## src/rtl/opbr_pkg.sv

```systemverilog
package opbr_pkg;

  typedef enum logic [2:0] {
    DST_NONE  = 3'd0,
    DST_LOCAL = 3'd1,
    DST_HC    = 3'd2,
    DST_IO    = 3'd3,
    DST_MEM   = 3'd4
  } opbr_dst_e;

  typedef enum logic [1:0] {
    ST_IDLE = 2'd0,
    ST_FWD  = 2'd1,
    ST_RESP = 2'd2
  } opbr_state_e;

  // forwarded target lanes
  localparam int NUM_FWD  = 3;
  localparam int LANE_HC  = 0;
  localparam int LANE_IO  = 1;
  localparam int LANE_MEM = 2;

  // window indices in the decoder
  localparam int NUM_WIN  = 5;
  localparam int WIN_LOC  = 0;
  localparam int WIN_HC   = 1;
  localparam int WIN_IO   = 2;
  localparam int WIN_MEM  = 3;
  localparam int WIN_FW   = 4;

  // size codes
  localparam logic [1:0] SZ_1B = 2'd0;
  localparam logic [1:0] SZ_2B = 2'd1;
  localparam logic [1:0] SZ_4B = 2'd2;

  // local register offsets
  localparam logic [12:0] OFS_STAT = 13'h050;
  localparam logic [12:0] OFS_MASK = 13'h054;
  localparam logic [12:0] OFS_POL  = 13'h058;
  localparam logic [12:0] OFS_RAW  = 13'h05C;

endpackage

```

## src/rtl/opbr_rst_sync.sv

```systemverilog
module opbr_rst_sync (
  input  logic clk,
  input  logic rst_n,
  output logic rst_n_sync
);
  logic [1:0] stage_q;

  always_ff @(posedge clk or negedge rst_n) begin
    if (!rst_n) stage_q <= 2'b00;
    else        stage_q <= {stage_q[0], 1'b1};
  end

  assign rst_n_sync = stage_q[1];
endmodule

```

## src/rtl/opbr_decode.sv

```systemverilog
module opbr_decode
  import opbr_pkg::*;
#(
  parameter int              AW       = 32,
  parameter int              OFF_W    = 28,
  parameter logic [AW-1:0]   LOC_BASE = 32'hC001_0000,
  parameter logic [AW:0]     LOC_SPAN = 33'h0000_2000,
  parameter logic [AW-1:0]   HC_BASE  = 32'hC001_2000,
  parameter logic [AW:0]     HC_SPAN  = 33'h0000_1000,
  parameter logic [AW-1:0]   IO_BASE  = 32'hD001_0000,
  parameter logic [AW:0]     IO_SPAN  = 33'h0001_0000,
  parameter logic [AW-1:0]   MEM_BASE = 32'hE001_0000,
  parameter logic [AW:0]     MEM_SPAN = 33'h1000_0000,
  parameter logic [AW-1:0]   FW_BASE  = 32'hF000_0000,
  parameter logic [AW:0]     FW_SPAN  = 33'h1000_0000
) (
  input  logic [AW-1:0]    addr,
  input  logic [1:0]       size,
  output opbr_dst_e        dst,
  output logic [OFF_W-1:0] off
);
  localparam logic [AW:0] WBASE [NUM_WIN] = '{
    {1'b0, LOC_BASE}, {1'b0, HC_BASE}, {1'b0, IO_BASE},
    {1'b0, MEM_BASE}, {1'b0, FW_BASE}};
  localparam logic [AW:0] WSPAN [NUM_WIN] = '{
    LOC_SPAN, HC_SPAN, IO_SPAN, MEM_SPAN, FW_SPAN};

  logic [NUM_WIN-1:0] hit;
  logic [OFF_W-1:0]   win_off [NUM_WIN];

  for (genvar w = 0; w < NUM_WIN; w++) begin : g_win
    logic [AW:0] rel;
    assign rel        = {1'b0, addr} - WBASE[w];
    assign hit[w]     = !rel[AW] && (rel < WSPAN[w]);
    assign win_off[w] = rel[OFF_W-1:0];
  end

  opbr_dst_e        raw_dst;
  logic [OFF_W-1:0] raw_off;
  logic             reg_win;
  logic             bad_shape;

  // firmware window outranks the memory window where they overlap
  always_comb begin
    raw_dst = DST_NONE;
    raw_off = '0;
    if (hit[WIN_FW]) begin
      raw_dst = DST_MEM;
      raw_off = win_off[WIN_FW];
    end else if (hit[WIN_MEM]) begin
      raw_dst = DST_MEM;
      raw_off = win_off[WIN_MEM];
    end else if (hit[WIN_IO]) begin
      raw_dst = DST_IO;
      raw_off = win_off[WIN_IO];
    end else if (hit[WIN_HC]) begin
      raw_dst = DST_HC;
      raw_off = win_off[WIN_HC];
    end else if (hit[WIN_LOC]) begin
      raw_dst = DST_LOCAL;
      raw_off = win_off[WIN_LOC];
    end
  end

  assign reg_win   = (raw_dst == DST_LOCAL) || (raw_dst == DST_HC);
  assign bad_shape = reg_win && ((size != SZ_4B) || (addr[1:0] != 2'b00));

  always_comb begin
    dst = bad_shape ? DST_NONE : raw_dst;
    off = bad_shape ? '0 : raw_off;
  end
endmodule

```

## src/rtl/opbr_irq_bank.sv

```systemverilog
module opbr_irq_bank
  import opbr_pkg::*;
#(
  parameter int DW    = 32,
  parameter int LOC_W = 13
) (
  input  logic             clk,
  input  logic             rst_n,
  input  logic [DW-1:0]    irq_raw,
  input  logic             acc_en,
  input  logic             acc_write,
  input  logic [LOC_W-1:0] acc_off,
  input  logic [DW-1:0]    acc_wdata,
  output logic [DW-1:0]    rd_data,
  output logic             irq_out
);
  logic [DW-1:0] stat_q, stat_d;
  logic [DW-1:0] mask_q, mask_d;
  logic [DW-1:0] pol_q,  pol_d;
  logic [DW-1:0] raw_q;
  logic          wr_stat, wr_mask, wr_pol;
  logic [DW-1:0] clr_bits;

  assign wr_stat = acc_en && acc_write && (acc_off == LOC_W'(OFS_STAT));
  assign wr_mask = acc_en && acc_write && (acc_off == LOC_W'(OFS_MASK));
  assign wr_pol  = acc_en && acc_write && (acc_off == LOC_W'(OFS_POL));

  // next-state
  always_comb begin
    clr_bits = wr_stat ? acc_wdata : '0;
    stat_d   = (stat_q & ~clr_bits) | (raw_q ^ pol_q);
    mask_d   = wr_mask ? acc_wdata : mask_q;
    pol_d    = wr_pol  ? acc_wdata : pol_q;
  end

  // registers
  always_ff @(posedge clk or negedge rst_n) begin
    if (!rst_n) begin
      stat_q <= '0;
      mask_q <= '0;
      pol_q  <= '0;
      raw_q  <= '0;
    end else begin
      stat_q <= stat_d;
      raw_q  <= irq_raw;
      if (wr_mask) mask_q <= mask_d;
      if (wr_pol)  pol_q  <= pol_d;
    end
  end

  // read mux
  always_comb begin
    unique case (acc_off)
      LOC_W'(OFS_STAT): rd_data = stat_q;
      LOC_W'(OFS_MASK): rd_data = mask_q;
      LOC_W'(OFS_POL):  rd_data = pol_q;
      LOC_W'(OFS_RAW):  rd_data = raw_q;
      default:          rd_data = '1;
    endcase
  end

  assign irq_out = |(stat_q & mask_q);
endmodule

```

## src/rtl/opbr_xfer_ctrl.sv

```systemverilog
module opbr_xfer_ctrl
  import opbr_pkg::*;
#(
  parameter int DW    = 32,
  parameter int OFF_W = 28
) (
  input  logic                  clk,
  input  logic                  rst_n,
  input  logic                  req_valid,
  output logic                  req_ready,
  input  logic                  req_write,
  input  logic [1:0]            req_size,
  input  logic [DW-1:0]         req_wdata,
  input  opbr_dst_e             dec_dst,
  input  logic [OFF_W-1:0]      dec_off,
  input  logic [DW-1:0]         loc_rdata,
  output logic                  loc_en,
  output logic                  rsp_valid,
  output logic                  rsp_err,
  output logic [DW-1:0]         rsp_rdata,
  output logic [NUM_FWD-1:0]    tgt_sel,
  output logic                  tgt_write,
  output logic [1:0]            tgt_size,
  output logic [OFF_W-1:0]      tgt_offset,
  output logic [DW-1:0]         tgt_wdata,
  input  logic [NUM_FWD-1:0]    tgt_ack,
  input  logic [NUM_FWD-1:0]    tgt_err,
  input  logic [NUM_FWD*DW-1:0] tgt_rdata
);
  opbr_state_e         st_q, st_d;
  logic [NUM_FWD-1:0]  sel_q, sel_d;
  logic                live_q;
  logic                wr_q;
  logic [1:0]          size_q;
  logic [OFF_W-1:0]    off_q;
  logic [DW-1:0]       wdata_q;
  logic                err_q, err_d;
  logic [DW-1:0]       data_q, data_d;
  logic                accept, done, rsp_load;
  logic [DW-1:0]       lane_data;
  logic [NUM_FWD-1:0]  hit_ack;

  assign req_ready = live_q && (st_q == ST_IDLE);
  assign accept    = req_ready && req_valid;
  assign loc_en    = accept && (dec_dst == DST_LOCAL);
  assign hit_ack   = tgt_ack & sel_q;
  assign done      = (st_q == ST_FWD) && (|hit_ack);

  always_comb begin
    lane_data = '0;
    for (int i = 0; i < NUM_FWD; i++) begin
      if (sel_q[i]) lane_data = lane_data | tgt_rdata[i*DW +: DW];
    end
  end

  // next-state
  always_comb begin
    st_d     = st_q;
    sel_d    = sel_q;
    err_d    = err_q;
    data_d   = data_q;
    rsp_load = 1'b0;
    unique case (st_q)
      ST_IDLE: begin
        if (accept) begin
          unique case (dec_dst)
            DST_HC:  begin sel_d = NUM_FWD'(1) << LANE_HC;  st_d = ST_FWD; end
            DST_IO:  begin sel_d = NUM_FWD'(1) << LANE_IO;  st_d = ST_FWD; end
            DST_MEM: begin sel_d = NUM_FWD'(1) << LANE_MEM; st_d = ST_FWD; end
            DST_LOCAL: begin
              rsp_load = 1'b1;
              err_d    = 1'b0;
              data_d   = req_write ? '0 : loc_rdata;
              st_d     = ST_RESP;
            end
            default: begin
              rsp_load = 1'b1;
              err_d    = 1'b1;
              data_d   = '1;
              st_d     = ST_RESP;
            end
          endcase
        end
      end
      ST_FWD: begin
        if (done) begin
          rsp_load = 1'b1;
          err_d    = |(tgt_err & sel_q);
          data_d   = lane_data;
          sel_d    = '0;
          st_d     = ST_RESP;
        end
      end
      default: st_d = ST_IDLE;
    endcase
  end

  // registers
  always_ff @(posedge clk or negedge rst_n) begin
    if (!rst_n) begin
      st_q    <= ST_IDLE;
      sel_q   <= '0;
      live_q  <= 1'b0;
      wr_q    <= 1'b0;
      size_q  <= '0;
      off_q   <= '0;
      wdata_q <= '0;
      err_q   <= 1'b0;
      data_q  <= '0;
    end else begin
      st_q   <= st_d;
      sel_q  <= sel_d;
      live_q <= 1'b1;
      if (accept) begin
        wr_q    <= req_write;
        size_q  <= req_size;
        off_q   <= dec_off;
        wdata_q <= req_wdata;
      end
      if (rsp_load) begin
        err_q  <= err_d;
        data_q <= data_d;
      end
    end
  end

  assign rsp_valid  = (st_q == ST_RESP);
  assign rsp_err    = err_q;
  assign rsp_rdata  = data_q;
  assign tgt_sel    = sel_q;
  assign tgt_write  = wr_q;
  assign tgt_size   = size_q;
  assign tgt_offset = off_q;
  assign tgt_wdata  = wdata_q;
endmodule

```

## src/rtl/opb_window_router.sv

```systemverilog
module opb_window_router
  import opbr_pkg::*;
#(
  parameter int DW    = 32,
  parameter int AW    = 32,
  parameter int OFF_W = 28
) (
  input  logic                  clk,
  input  logic                  rst_n,
  input  logic                  req_valid,
  output logic                  req_ready,
  input  logic                  req_write,
  input  logic [1:0]            req_size,
  input  logic [AW-1:0]         req_addr,
  input  logic [DW-1:0]         req_wdata,
  output logic                  rsp_valid,
  output logic                  rsp_err,
  output logic [DW-1:0]         rsp_rdata,
  output logic [NUM_FWD-1:0]    tgt_sel,
  output logic                  tgt_write,
  output logic [1:0]            tgt_size,
  output logic [OFF_W-1:0]      tgt_offset,
  output logic [DW-1:0]         tgt_wdata,
  input  logic [NUM_FWD-1:0]    tgt_ack,
  input  logic [NUM_FWD-1:0]    tgt_err,
  input  logic [NUM_FWD*DW-1:0] tgt_rdata,
  input  logic [DW-1:0]         irq_raw,
  output logic                  irq_out
);
  localparam int LOC_W = 13;

  logic             rst_n_s;
  opbr_dst_e        dec_dst;
  logic [OFF_W-1:0] dec_off;
  logic [DW-1:0]    loc_rdata;
  logic             loc_en;

  opbr_rst_sync u_rst (
    .clk        (clk),
    .rst_n      (rst_n),
    .rst_n_sync (rst_n_s)
  );

  opbr_decode #(.AW(AW), .OFF_W(OFF_W)) u_dec (
    .addr (req_addr),
    .size (req_size),
    .dst  (dec_dst),
    .off  (dec_off)
  );

  opbr_irq_bank #(.DW(DW), .LOC_W(LOC_W)) u_irq (
    .clk       (clk),
    .rst_n     (rst_n_s),
    .irq_raw   (irq_raw),
    .acc_en    (loc_en),
    .acc_write (req_write),
    .acc_off   (dec_off[LOC_W-1:0]),
    .acc_wdata (req_wdata),
    .rd_data   (loc_rdata),
    .irq_out   (irq_out)
  );

  opbr_xfer_ctrl #(.DW(DW), .OFF_W(OFF_W)) u_ctl (
    .clk        (clk),
    .rst_n      (rst_n_s),
    .req_valid  (req_valid),
    .req_ready  (req_ready),
    .req_write  (req_write),
    .req_size   (req_size),
    .req_wdata  (req_wdata),
    .dec_dst    (dec_dst),
    .dec_off    (dec_off),
    .loc_rdata  (loc_rdata),
    .loc_en     (loc_en),
    .rsp_valid  (rsp_valid),
    .rsp_err    (rsp_err),
    .rsp_rdata  (rsp_rdata),
    .tgt_sel    (tgt_sel),
    .tgt_write  (tgt_write),
    .tgt_size   (tgt_size),
    .tgt_offset (tgt_offset),
    .tgt_wdata  (tgt_wdata),
    .tgt_ack    (tgt_ack),
    .tgt_err    (tgt_err),
    .tgt_rdata  (tgt_rdata)
  );
endmodule

```

## config.mk

```make
export PLATFORM = sky130hd
export DESIGN_NAME = opb_window_router
export DESIGN_NICKNAME = d
export VERILOG_FILES = /design/src/rtl/opbr_pkg.sv /design/src/rtl/opbr_rst_sync.sv /design/src/rtl/opbr_decode.sv /design/src/rtl/opbr_irq_bank.sv /design/src/rtl/opbr_xfer_ctrl.sv /design/src/rtl/opb_window_router.sv
export SDC_FILE = /design/constraint.sdc
export NUM_CORES = 1
export LEC_CHECK = 0
export ABC_AREA = 1
export ABC_CLOCK_PERIOD_IN_PS = 9840
export CORE_MARGIN = 10
export CORE_UTILIZATION = 51
export DETAILED_ROUTE_END_ITERATION = 6
export PLACE_DENSITY = 0.82
export SETUP_SLACK_MARGIN = 0.5
export SLEW_MARGIN = 20
export SYNTH_ARGS = -nofsm -noshare
export SYNTH_HDL_FRONTEND = slang
export SYNTH_SLANG_ARGS = --single-unit
```

## constraint.sdc

```tcl
create_clock -name clk -period 9.84 [get_ports clk]
set_input_delay 1.476 -clock clk [delete_from_list [all_inputs] [get_ports clk]]
set_output_delay 1.476 -clock clk [all_outputs]
set_load 0.01 [all_outputs]
```

Yosys cells after proc, flatten, opt, wreduce, memory -nomap -nowiden --
Index checks and enable logic that the tools add are counted.
Cells by class: reductions and logical operators 31, equal/unequal tests 17, $mul 0, bitwise operators 9, order comparisons 5, mux-type cells 38, shift operators 0, divide/modulo/power cells 0, add/sub/neg operators 5
Operators by type and width (count):
- two-way mux 32 bit | 7
- two-way mux 28 bit | 6
- subtractor 32 x 32 -> 33 bit, second input constant | 5
- one-hot mux 32 bit (2 select lines) | 2
- one-hot mux 32 bit (4 select lines) | 1
- bitwise OR 32 bit | 3
- < comparator 33 x 29 -> 1 bit, second input constant | 2
- AND 32 bit | 2
- == test 13 x 7 -> 1 bit, second input constant | 4
- < comparator 33 x 13 -> 1 bit, second input constant | 1
- < comparator 33 x 14 -> 1 bit, second input constant | 1
- < comparator 33 x 17 -> 1 bit, second input constant | 1
- inverter 32 bit | 1
- OR reduction 32 bit | 1
- XOR 32 bit | 1
- two-way mux 3 bit | 7
- logical AND 1 bit | 14
- == test 3 x 2 -> 1 bit, second input constant | 3
- one-hot mux 3 bit (3 select lines) | 1
- OR reduction 3 bit | 3
- AND 3 bit | 2
- == test 3 x 1 -> 1 bit, second input constant | 2
- two-way mux 1 bit | 6
- two-way mux 2 bit | 3
- 16 further kinds | 26
Word-level totals: memories 0, memory bits (read-only) 0, flip-flop bits (word level) 232, bits in writable memories 0, input bits 204, bits in latches 0, output and inout bits 102, logic and storage cells 119

Longest topological paths before layout --
Gate-level depths: netlist (run 1).
depth in word-level cells 20, mapped depth 27, mapped depth without buffers 25

Hierarchy --
Synthesis (run 1) repeated with hierarchy kept, for this count alone.
Second synthesis, totals: cell total of the unflattened synthesis 2000, area, all modules 13638.1 µm²
By module, submodules not included:
- opbr_irq_bank | area an instance 6461.2 µm², seq. area each 3203.1 µm², cells an instance 837, times used 1
- opbr_xfer_ctrl | area an instance 5355.1 µm², seq. area each 2552.4 µm², cells an instance 778, times used 1
- opbr_decode | area an instance 1767.9 µm², seq. area each 0.0 µm², cells an instance 382, times used 1
- opbr_rst_sync | area an instance 53.8 µm², seq. area each 50.0 µm², cells an instance 3, times used 1

Worst setup path after synthesis (run 1) --
No wires, ideal clock.
path kind in2reg, from in req_addr[28], to reg u_irq.pol_q[12], buffers on the path 3, setup time 0.130 ns, path slack 5.746 ns, required time 9.710 ns, cell stages on the path 20, arrival 3.963 ns, cells stage by stage clkbuf_1 > inv_1 > ha_1 > inv_1 > nor3_1 > nand2_1 > nand2_1 > inv_1 > nor2_1 > nand3_2 > nand2_4 > inv_2 > nand2_4 > buf_6 > nand4_4 > nor3_1 > nand3_2 > clkbuf_1 > nand2_1 > o21ai_1
On the way: cells in the longest elaborated chain, start to end 16, elaborated cells between the ends (all ways) 41, classes of those cells add/sub (5); order compare (5); eq/ne (4); mux (12); reduce/logical (15)
RTL lines:
- start, declared | line opb_window_router.sv:14 | input logic [AW-1:0] req_addr,
- subtractor 32 x 32 -> 33 bit | line opbr_decode.sv:33 | assign rel = {1'b0, addr} - WBASE[w];
- < comparator 33 x 14 -> 1 bit or zero test 1 bit (tied branches) | line opbr_decode.sv:34 | assign hit[w] = !rel[AW] && (rel < WSPAN[w]);
- logical AND 1 bit | line opbr_decode.sv:34
- two-way mux 1 bit | line opbr_decode.sv:59 | end else if (hit[WIN_LOC]) begin
- two-way mux 3 bit | line opbr_decode.sv:56 | end else if (hit[WIN_HC]) begin
- two-way mux 3 bit | line opbr_decode.sv:53 | end else if (hit[WIN_IO]) begin
- two-way mux 3 bit | line opbr_decode.sv:50 | end else if (hit[WIN_MEM]) begin
- two-way mux 3 bit | line opbr_decode.sv:47 | if (hit[WIN_FW]) begin
- == test 3 x 1 -> 1 bit or == test 3 x 2 -> 1 bit (tied branches) | line opbr_decode.sv:65 | assign reg_win = (raw_dst == DST_LOCAL) || (raw_dst == DST_HC);
- logical OR 1 bit | line opbr_decode.sv:65
- logical AND 1 bit | line opbr_decode.sv:66 | assign bad_shape = reg_win && ((size != SZ_4B) || (addr[1:0] != 2'b00));
- two-way mux 3 bit | line opbr_decode.sv:69 | dst = bad_shape ? DST_NONE : raw_dst;
- == test 3 x 1 -> 1 bit | line opbr_xfer_ctrl.sv:45 | assign loc_en = accept && (dec_dst == DST_LOCAL);
- logical AND 1 bit | line opbr_xfer_ctrl.sv:45
- logical AND 1 bit | line opbr_irq_bank.sv:26 | assign wr_pol = acc_en && acc_write && (acc_off == LOC_W'(OFS_POL));
- logical AND 1 bit * | line opbr_irq_bank.sv:26
- end signal, assigned | line opbr_irq_bank.sv:47 | if (wr_pol) pol_q <= pol_d;
- end, declared | line opbr_irq_bank.sv:19 | logic [DW-1:0] pol_q, pol_d;
Every way passes the cells marked *; elsewhere a longest branch is shown, timed or not. A chain may end at the register's enable or synchronous reset.

Final worst setup path (run 1) --
from in req_addr[28], to reg u_ctl.data_q[23] (netlist: u_ctl.rsp_rdata[23])
On the way: cells in the longest elaborated chain, start to end 18, elaborated cells between the ends (all ways) 55, classes of those cells add/sub (5); order compare (5); eq/ne (11); mux (20); reduce/logical (14)
RTL lines:
- subtractor 32 x 32 -> 33 bit | line opbr_decode.sv:33
- < comparator 33 x 14 -> 1 bit or zero test 1 bit (tied branches) | line opbr_decode.sv:34
- logical AND 1 bit | line opbr_decode.sv:34
- two-way mux 1 bit | line opbr_decode.sv:59
- two-way mux 3 bit | line opbr_decode.sv:56
- two-way mux 3 bit | line opbr_decode.sv:53
- two-way mux 3 bit | line opbr_decode.sv:50
- two-way mux 3 bit | line opbr_decode.sv:47
- [... 2 more ...]
- logical AND 1 bit | line opbr_decode.sv:66
- two-way mux 28 bit or two-way mux 3 bit (tied branches) | line opbr_decode.sv:70, opbr_decode.sv:69
- == test 13 x 7 -> 1 bit (tied with other cells) | line opbr_irq_bank.sv:53 | unique case (acc_off)
- one-hot mux 32 bit (4 select lines) or OR reduction 3 bit (tied branches)
- two-way mux 32 bit or two-way mux 1 bit (tied branches) | line opbr_xfer_ctrl.sv:73, opbr_xfer_ctrl.sv:66
- one-hot mux 32 bit (2 select lines) or two-way mux 1 bit (tied branches) | line opbr_xfer_ctrl.sv:66, opbr_xfer_ctrl.sv:65
- two-way mux 32 bit or one-hot mux 1 bit (2 select lines) (tied branches) | line opbr_xfer_ctrl.sv:65, opbr_xfer_ctrl.sv:63
- one-hot mux 32 bit (2 select lines) or AND reduction 5 bit (tied branches)
- end signal, assigned | line opbr_xfer_ctrl.sv:122 | data_q <= data_d;
- end, declared | line opbr_xfer_ctrl.sv:38 | logic [DW-1:0] data_q, data_d;
Parallel ways exist; a longest one is shown, timed or not. The select of a mux whose other input is x is not followed.

==> metrics, run 1 <==
H-tree depth 1; VDD IR max ~0.00015 V; cell area power density between 100 and 150 nW/um^2; Area Overhead vs Synth 30.24%; actual slew at the worst max-slew pin around 1.1 ns; fin worst setup slack 3.714 ns; Period minus WS final 6.127 ns; most instantiated cells after synthesis nand2_1 (549), dfrtp_1 (232), nor2_1 (133); GRT Residual Overflow 0; Most common cell on crit path nand2_1; Fin Clk Skew 0.02744 ns; R2R cell count 8; crit path max-delay cell type nor2_4; Rows 58; RSZ-0062 raised after global routing no; M1 GR Usage a little under 40%; WS Path Type input port to flop; Multi-input gate area 6515 sq um; Worst Path Arrival around 6.6 ns; Netlist cell types 48; Main synth FF type dfrtp_1; final setup fails 0; clock sink count around 230; Setup crit start req_addr[28]; crit end category flop; CTS tree yes; Layout Utilization roughly two thirds; via count around 14000; vias per std cell just under 6; Synth Register Bits about 230; status finished clean; critical path cell sequence clkdlybuf4s50_1 > inv_1 > ha_1 > inv_1 > nor3_1 > nand2_1 > nand2_1 > nand3_1 > nor2_1 > nand3_1 > nand2_4 > nand2_4 > nand2_1 > nand2_1 > nor2_4 > buf_4 > nand4_1 > nand2_1 > nor2_1 > nand2_1 > nand2_1 > a21oi_1; clk_lat worst skew roughly 0.55 ns; dpl cell area ~16000 sq um; Synth area leaders dfrtp_1 (44%), nand2_1 (16%), nand4_1 (5.1%), nand3_1 (4.2%), o21ai_1 (3.8%); register area between 5000 and 6000 sq um; design area ~17000 sq um; layout cells sized above 1 7.952%; Port-buffer cells 305; antenna violations before repair 0; R2R Path Start u_ctl.st_q[1]; DRC 0; layer carrying the most global-route usage met2; FMAX around 160 MHz; Hold-fix buffers, CTS 0; largest net degree at the start of global routing 87; worst path required time ~10 ns; clk root buf clkbuf_16; Placer Congestion a little under 1; Critical Path Fanout Max 49; TritonRoute pass-1 iters 6; met2 Usage GRT a little over two fifths; Fill cells between 2000 and 2500; Starting Density a little over half; Async SR Flop Fraction 100.0%; routed wire length per instance 20.47 um; final hold vios 0; Gates resized, CTS repair 0; top-count cell post-synth nand2_1; top cell type's share of synthesized area approximately 44%; Max-Slew Margin vs Limit between 20% and 30%; Critical Path End u_ctl.rsp_rdata[23]; reg2reg setup slack between 6 and 7 ns; DP Worst Slack roughly 3.4 ns; max incr delay on CP 0.81 ns; DRT iter0 DRCs approximately 1400; met3 Use GR ~6.5%; first-pass GRT wire length roughly 75000 um; cell taking the most area after synthesis dfrtp_1; Power Total roughly 0.0021 W; worst hold path type flop to async pin; total negative slack 0 ns; Max clock buf depth 3; synthesized area 13190 sq um; P_leak 7.501 nW; WL final between 40000 and 50000 um; synth warn 0; Post-layout nets 2206; Die Wd about 180 um; Synth Area per Inst 7.560 sq um; Worst R2R End u_ctl.rsp_rdata[17]; Post-synth EDFFs 0; ant diodes 0; num ports 306; TritonCTS buffer count 25; final period utilization 62.26%; HPWL after detailed placement 35570 um; height of the die 180.8 um; die area roughly 33000 sq um; post-synthesis sequential area ratio between 40% and 50%; area of the core ~25000 sq um; Max Cap Viol 0; Max Transition Viols Final 0; Post-CTS Setup Repair Bufs 0; clk slew on worst S/H paths 0.06 ns; Tot GR Track Use ~28%; Routed Antenna Nets 0; Post-Synthesis Cells 1744; Startpoint Class input port; vias in the first global route ~13000
-- layout by cell type (no fill, tap or decap), drive strengths merged, types with 16 or more instances in the layout --
cell and count:
o21ai 186, nand4 110, clkbuf 32, nand2 560, nand3 119, dfrtp 232
inv 107, buf 16, xnor2 32, nor2 159, a21oi 74, clkdlybuf4s50 305
-- power breakdown --
part           leakage (nW)  switching [W]  internal (W)
registers              2.99      0.0000104      0.000961
clock network         0.417       0.000406      0.000576
logic                  4.10      0.0000997     0.0000935
total                  7.50       0.000516       0.00163
-- registers in the layout, indices dropped and copies added, names as in the netlist, 2 cells and up --
name,count
u_rst.stage_q,2
u_ctl.tgt_wdata,32
u_ctl.tgt_sel,3
u_irq.pol_q,32
u_irq.raw_q,32
u_irq.mask_q,32
u_ctl.tgt_size,2
u_ctl.rsp_rdata,32
u_ctl.st_q,2
u_irq.stat_q,32
u_ctl.tgt_offset,28
-- worst min-delay path by stage --
| stage | from | depth (start not counted) | end |
|---|---|---|---|
| global route | u_rst.stage_q[1] | 0 | u_irq.pol_q[17] |
| global placement | u_rst.stage_q[1] | 0 | u_irq.raw_q[17] |
| floorplan | u_rst.stage_q[0] | 0 | u_rst.stage_q[1] |
| detailed placement | u_rst.stage_q[1] | 0 | u_irq.raw_q[17] |
| CTS | u_rst.stage_q[1] | 0 | u_irq.stat_q[17] |
| finish | u_rst.stage_q[1] | 0 | u_irq.raw_q[17] |
-- kinds of logic (layout without fill, tap and decap cells) --
| family | after synthesis | after routing | share of synthesized area (%) |
|---|---|---|---|
| flops | 232 | 232 | 44.03 |
| simple gates | 962 | 962 | 32.78 |
| buf+inv | 207 | 474 | 6.814 |
| xor+xnor | 42 | 42 | 2.790 |
| compound gates | 291 | 291 | 12.71 |
| other cells | 1 | 2 | 0.02844 |
| fa+ha+maj | 9 | 9 | 0.8541 |
-- through the flow --
| step | std cells | hold WS (ns) |
|---|---|---|
| finish | 2342 | 0.3161 |
| global route | 2342 | 0.3569 |
| CTS | 2342 | 0.3333 |
| detailed placement | 2296 | 0.3272 |
| global placement | 2296 | 0.3262 |
| floorplan | 1745 | 0.3312 |
-- area by class of cell --
cell class	count	share of cell area, %
sequential	232	33.84
clock inverter	14	1.035
clock buffer	32	3.971
timing repair buffer	321	18.48
inverter	107	2.339
multi-input combinational	1306	37.94
tap	330	2.404
-- worst max-delay path, delay by kind of cell --
| kind | cells | cell delay [ns] |
|---|---|---|
| adders and majority gates | 1 | 0.29 |
| AOI/OAI and AO/OA | 1 | 0.15 |
| and+or+nand+nor | 16 | 2.85 |
| buffers and inverters | 4 | 1.79 |
-- per-layer routing --
metal / part of all wire [%] / routed length [um] / vias to the layer above
met1: 43 / 20770 / 6467
met4: 2.4 / 1153 / 0
met5: 0 / 0 / -
li1: - / - / 6285
met3: 9.2 / 4402 / 72
met2: 45 / 21630 / 704
Note: power is estimated with default switching activity, not from simulation.
==> run 2, diff against run 1 <==
ABC_CLOCK_PERIOD_IN_PS = 5500   (was 9840)
CORE_UTILIZATION = 46   (was 51)
PLACE_DENSITY = 0.78   (was 0.82)
clock period = 5.5 ns   (was 9.84 ns; I/O delays follow)
==> run 2 against run 1 <==
Against the previous run:
- clock-buffer cell count is 3 higher
- first-iteration DRC count is 0.29% higher
- clock power is 82% higher
- worst setup slack worse by 2.7 ns
- die area is 9.6% higher
- cell count is 2.4% higher
- sequential power is 79% higher
- largest power group unchanged
- register-to-register slack worse by 3.8 ns
- non-clock buffer count is 7 higher
==> metrics, run 2 (same netlist as run 1, synthesis figures left out) <==
WS Path Type input port to flop; clk_lat worst skew 0.55 ns (about the same); Max Cap Viol 0 (unchanged); Die Wd 189.3 um (+4.7%); final hold vios 0 (unchanged); routed wire length per instance 19.95 um (-2.5%); Multi-input gate area 6513 sq um (about the same); R2R Path Start u_ctl.st_q[1]; actual slew at the worst max-slew pin 1.194 ns (+0.09570 ns); DRC 0 (unchanged); Layout Utilization 61.96% (-5.8 points); Hold-fix buffers, CTS 0 (unchanged); most frequent cells in the layout nand2_1 (548), clkdlybuf4s50_1 (305), dfrtp_1 (230); Area Overhead vs Synth 31.63%; Post-CTS Setup Repair Bufs 0 (unchanged); TritonRoute pass-1 iters 7 (+1); Fin Clk Skew 0.01732 ns (-0.01012 ns); vias per std cell 5.560 (-3.7%); most common cell after layout, fill and taps aside nand2_1; Tot GR Track Use 25.77% (-2.2 points); H-tree depth 1 (unchanged); via count 13339 (-1.4%); ant diodes 0 (unchanged); VDD IR max 0.0002108 V (+37%); Period minus WS final 4.517 ns; clock sink count 232 (unchanged); layout cells sized above 1 8.263% (+0.31 points); num ports 306 (unchanged); Routed Antenna Nets 0 (unchanged); Rows 61 (+5.2%); fin worst setup slack 0.9833 ns (-2.730 ns); reg2reg setup slack 3.11 ns (-3.81 ns); worst hold path type flop to async pin; Port-buffer cells 305 (unchanged); Fill cells 2531 (+22%); Max clock buf depth 3 (unchanged); TritonCTS buffer count 26 (+4.0%); crit end category flop; status finished clean; Starting Density 47.07% (-5.0 points); Worst R2R End u_ctl.tgt_offset[14]; clk slew on worst S/H paths 0.06 ns (about the same); antenna violations before repair 0 (unchanged); DRT iter0 DRCs 1384 (+0.29%); first-pass GRT wire length 74460 um (-0.22%); Max-Slew Margin vs Limit 19.66% (-6.5 points); final setup fails 0 (unchanged); largest net degree at the start of global routing 124 (+43%); DP Worst Slack 0.5163 ns (-2.898 ns); Post-layout nets 2214 (+0.36%); RSZ-0062 raised after global routing no; total negative slack 0 ns (unchanged); register area 5811 sq um (unchanged); FMAX around 220 MHz; P_leak 7.571 nW (+0.93%); cell area power density 223.2 nW/um^2 (+79%); Startpoint Class input port; height of the die 189.3 um (+4.7%); area of the core 28010 sq um (+11%); Max Transition Viols Final 0 (unchanged); vias in the first global route 12864 (-0.90%); final period utilization between 80 and 90%; Gates resized, CTS repair 0 (unchanged); CTS tree yes; GRT Residual Overflow 0 (unchanged); R2R cell count 6 (-2); worst path required time 5.92 ns (-4.37 ns); Critical Path Fanout Max 28 (-43%); Worst Path Arrival 4.94 ns (-1.64 ns); die area 35830 sq um (+9.6%); clk root buf clkbuf_16; WL final 47870 um (-0.17%); Placer Congestion 0.9837 (+0.20%); HPWL after detailed placement 35630 um (+0.18%)
run 2: metal layers:
layer	up-vias	GRT usage [%]	part of all wire, %
met1	6308	35.97	45
met4	0	7.845	2.7
met5	-	0	0
li1	6312	-	-
met2	648	38.85	44
met3	71	5.935	9.0
run 2: critical path, cell delays in order:
cell and delay (ns):
clkdlybuf4s50_1 0.82, inv_1 0.34, ha_1 0.37, nor4_1 0.43, inv_2 0.29, nand3_4 0.23, nor2_2 0.10, nor2_2 0.15
nand3_2 0.12, clkinv_1 0.06, nand2_1 0.07, nor2_4 0.18, o21ai_1 0.12, nand2_2 0.24, buf_4 0.26, nand2_1 0.08
nand2_1 0.15, a21oi_2 0.07
run 2: stage by stage:
step | power, W | hold WS (ns) | area [sq um] | cells
after floorplan | 0.001899 | 0.3311 | 13190 | 1745
after global placement | 0.002113 | 0.3346 | 16470 | 2351
after detailed placement | 0.002115 | 0.3347 | 16470 | 2351
after CTS | 0.003902 | 0.3486 | 17360 | 2399
after global routing | 0.004015 | 0.3528 | 17360 | 2399
final | 0.003874 | 0.3319 | 17360 | 2399
run 2: worst max-delay path by stage:
| stage | startpoint | endpoint | slack [ns] | cells past startpoint |
|---|---|---|---|---|
| floorplan | u_rst.stage_q[1] | u_ctl.live_q | 1.69 | 0 |
| global placement | req_addr[28] | u_ctl.rsp_rdata[19] | 0.46 | 18 |
| detailed placement | req_addr[28] | u_ctl.rsp_rdata[26] | 0.52 | 18 |
| CTS | req_addr[28] | u_ctl.rsp_rdata[26] | 1.06 | 18 |
| global route | req_addr[28] | u_ctl.rsp_rdata[12] | 0.72 | 19 |
| finish | req_addr[28] | u_ctl.rsp_rdata[26] | 0.98 | 18 |
run 2: where the power goes:
group          internal [W]  switching (W)
combinational      0.000169       0.000177
sequential          0.00172      0.0000183
clock               0.00107       0.000722
total               0.00296       0.000917
run 2: area by class of cell:
class,instances,area share [%]
multi-input combinational,1306,37.52
inverter,107,2.314
sequential,232,33.48
clock inverter,13,0.9084
clock buffer,35,4.174
timing repair buffer,328,18.87
tap,378,2.725
==> run 3, diff against run 2 <==
ABC_CLOCK_PERIOD_IN_PS = 4600   (was 5500)
CORE_UTILIZATION = 51   (was 46)
PLACE_DENSITY = 0.82   (was 0.78)
clock period = 4.6 ns   (was 5.5 ns; I/O delays follow)
==> run 3 against run 2 <==
Against the previous run:
- total power up 14%
- highest routed layer unchanged
- cell count decreased by 0.63%
- largest power group is now registers
- critical endpoint is now u_ctl.rsp_rdata[19]
- sequential power rose by 20%
- via count grew 1.1%
- first-iteration DRC count is 10% higher
- largest cell class unchanged
- final area is 1.8% higher
- sequential share of layout area down 0.58 points
- register-to-register slack worse by 1.1 ns
- clock skew shrank 0.0060 ns
- worst setup slack worse by 0.27 ns
==> metrics, run 3 (same netlist as run 1, synthesis figures left out) <==
WL final 47760 um (-0.23%); Tot GR Track Use 27.98% (+2.2 points); WS Path Type input port to flop; Worst Path Arrival 4.32 ns (-0.62 ns); GRT Residual Overflow 0 (unchanged); Fill cells 2039 (-19%); clock share of power 43.1% (-3.1 points); DRC 0 (unchanged); RSZ-0062 raised after global routing no; Die Wd 180.8 um (-4.5%); Startpoint Class input port; Max Cap Viol 0 (unchanged); worst path required time 5.03 ns (-0.89 ns); Cells after DPL 2341 (-0.43%); Critical Path Fanout Max 30 (+7.1%); Period minus WS final 3.891 ns; Seq pwr share 47.1% (+2.2 points); internal power 0.003333 W (+13%); clock sink count 232 (unchanged); Max-Slew Margin vs Limit 46.87% (+27 points); Hold-fix buffers, CTS 0 (unchanged); VDD IR max 0.0003027 V (+44%); height of the die 180.8 um (-4.5%); Placer Congestion 0.9843 (about the same); first-pass GRT wire length 75580 um (+1.5%); num ports 306 (unchanged); area of the core 25330 sq um (-9.6%); R2R Path Start u_ctl.st_q[1]; largest net degree at the start of global routing 89 (-28%); combinational power share 9.8% (+0.8 points); final period utilization a little over four fifths; clk root buf clkbuf_16; Max clock buf depth 3 (unchanged); H-tree depth 1 (unchanged); P_leak 7.791 nW (+2.9%); clk_lat worst skew 0.54 ns (about the same); ant diodes 0 (unchanged); Setup crit start req_addr[19]; most common cell after layout, fill and taps aside nand2_1; CTS tree yes; routed wire length per instance 20.03 um (+0.40%); Fin Clk Skew 0.01134 ns (-0.005979 ns); vias per std cell 5.654 (+1.7%); TritonRoute pass-1 iters 5 (-2); via count 13480 (+1.1%); status finished clean; total negative slack 0 ns (unchanged); Area Overhead vs Synth 33.93%; Starting Density 52.06% (+5.0 points); TritonCTS buffer count 25 (-3.8%); worst hold path type input port to async pin; HPWL after detailed placement 35780 um (+0.42%); Max Transition Viols Final 0 (unchanged); Post-layout nets 2254 (+1.8%); vias in the first global route 13302 (+3.4%); die area 32690 sq um (-8.8%); Port-buffer cells 305 (unchanged); FMAX between 200 and 300 MHz; net switching power 0.001082 W (+18%); Non-Filler Instances 2384 (-0.63%); actual slew at the worst max-slew pin 0.7970 ns (-0.3971 ns); Rows 58 (-4.9%); DRT iter0 DRCs 1526 (+10%); sw frac 24.51% (+0.82 points); final hold vios 0 (unchanged); antenna violations before repair 0 (unchanged); Routed Antenna Nets 0 (unchanged); cell area power density 250.0 nW/um^2 (+12%); most frequent cells in the layout nand2_1 (547), clkdlybuf4s50_1 (303), dfrtp_1 (231); clk slew on worst S/H paths 0.06 ns (about the same); final setup fails 0 (unchanged); crit end category flop; layout cells sized above 1 10.03% (+1.8 points)
run 3: critical path, cell delays in order:
cell and delay (ns):
clkdlybuf4s50_1 0.64, buf_4 0.21, nor2_2 0.05, nand2_1 0.09
xor2_1 0.28, nand2_1 0.09, nor2_1 0.16, nand2_1 0.10
nor2_2 0.19, nand3_1 0.16, nand2_4 0.14, nor2_2 0.07
nor2_1 0.11, nand2_1 0.12, nand2_1 0.13, nor2_4 0.05
buf_12 0.16, buf_12 0.17, nand4_1 0.09, nand2_1 0.08
nor2_1 0.30, nand2_1 0.10, nand2_1 0.09, a21oi_2 0.05
run 3: through the flow:
stage / total power [W] / setup WS (ns) / util (%) / area (sq um) / hold WS [ns]
6_report: 0.004415 / 0.7088 / 69.73 / 17660 / 0.3076
5_1_grt: 0.004557 / 0.5169 / 69.73 / 17660 / 0.3010
4_1_cts: 0.004432 / 0.5179 / 69.50 / 17600 / 0.3004
3_5_place_dp: 0.002542 / -0.09509 / 66.54 / 16850 / 0.3412
3_3_place_gp: 0.002540 / -0.09412 / 66.54 / 16850 / 0.3373
2_1_floorplan: 0.002270 / 0.7877 / - / 13190 / 0.3311
run 3: area by class of cell:
class	count	area, sq um	share of cell area (%)
clock buffers	32	691.9	3.918
clock inverters	8	58.81	0.3330
inverters	107	401.6	2.274
multi-input cells	1306	6529	36.97
flip-flops and latches	232	5809	32.90
well taps	330	412.9	2.338
repair buffers	369	3756	21.27
run 3: final timing paths:
path / to / slack, ns / cells after the start
max: u_ctl.rsp_rdata[19] / 0.71 / 24
min: u_rst.stage_q[1] / 0.31 / 1
max reg2reg: u_ctl.rsp_rdata[31] / 1.99 / 8
min reg2reg: u_rst.stage_q[1] / 0.35 / 0
max in group asynchronous: u_irq.raw_q[30] / 2.98 / 1
min in group clk: u_rst.stage_q[1] / 0.35 / 0
run 3: power by group through the flow:
stage	logic, W	registers, W	clock network, W
6_report	0.000435	0.00208	0.00190
5_1_grt	0.000471	0.00208	0.00200
4_1_cts	0.000429	0.00208	0.00192
3_5_place_dp	0.000426	0.00212	0
3_3_place_gp	0.000424	0.00212	0
2_1_floorplan	0.000139	0.00213	0
run 3: per-layer routing:
metal | GRT usage, % | part of all wire [%]
met3 | 6.214 | 8.4
met5 | 0 | 0
met1 | 37.90 | 43
met4 | 6.365 | 2.3
met2 | 44.74 | 46
run 3: what timing repair did:
item	in CTS	in global routing
cloned	0	1
buffers inserted	0	2
endpoints found under the setup margin	6	124
pin swaps	0	0
gates resized for setup	1	6
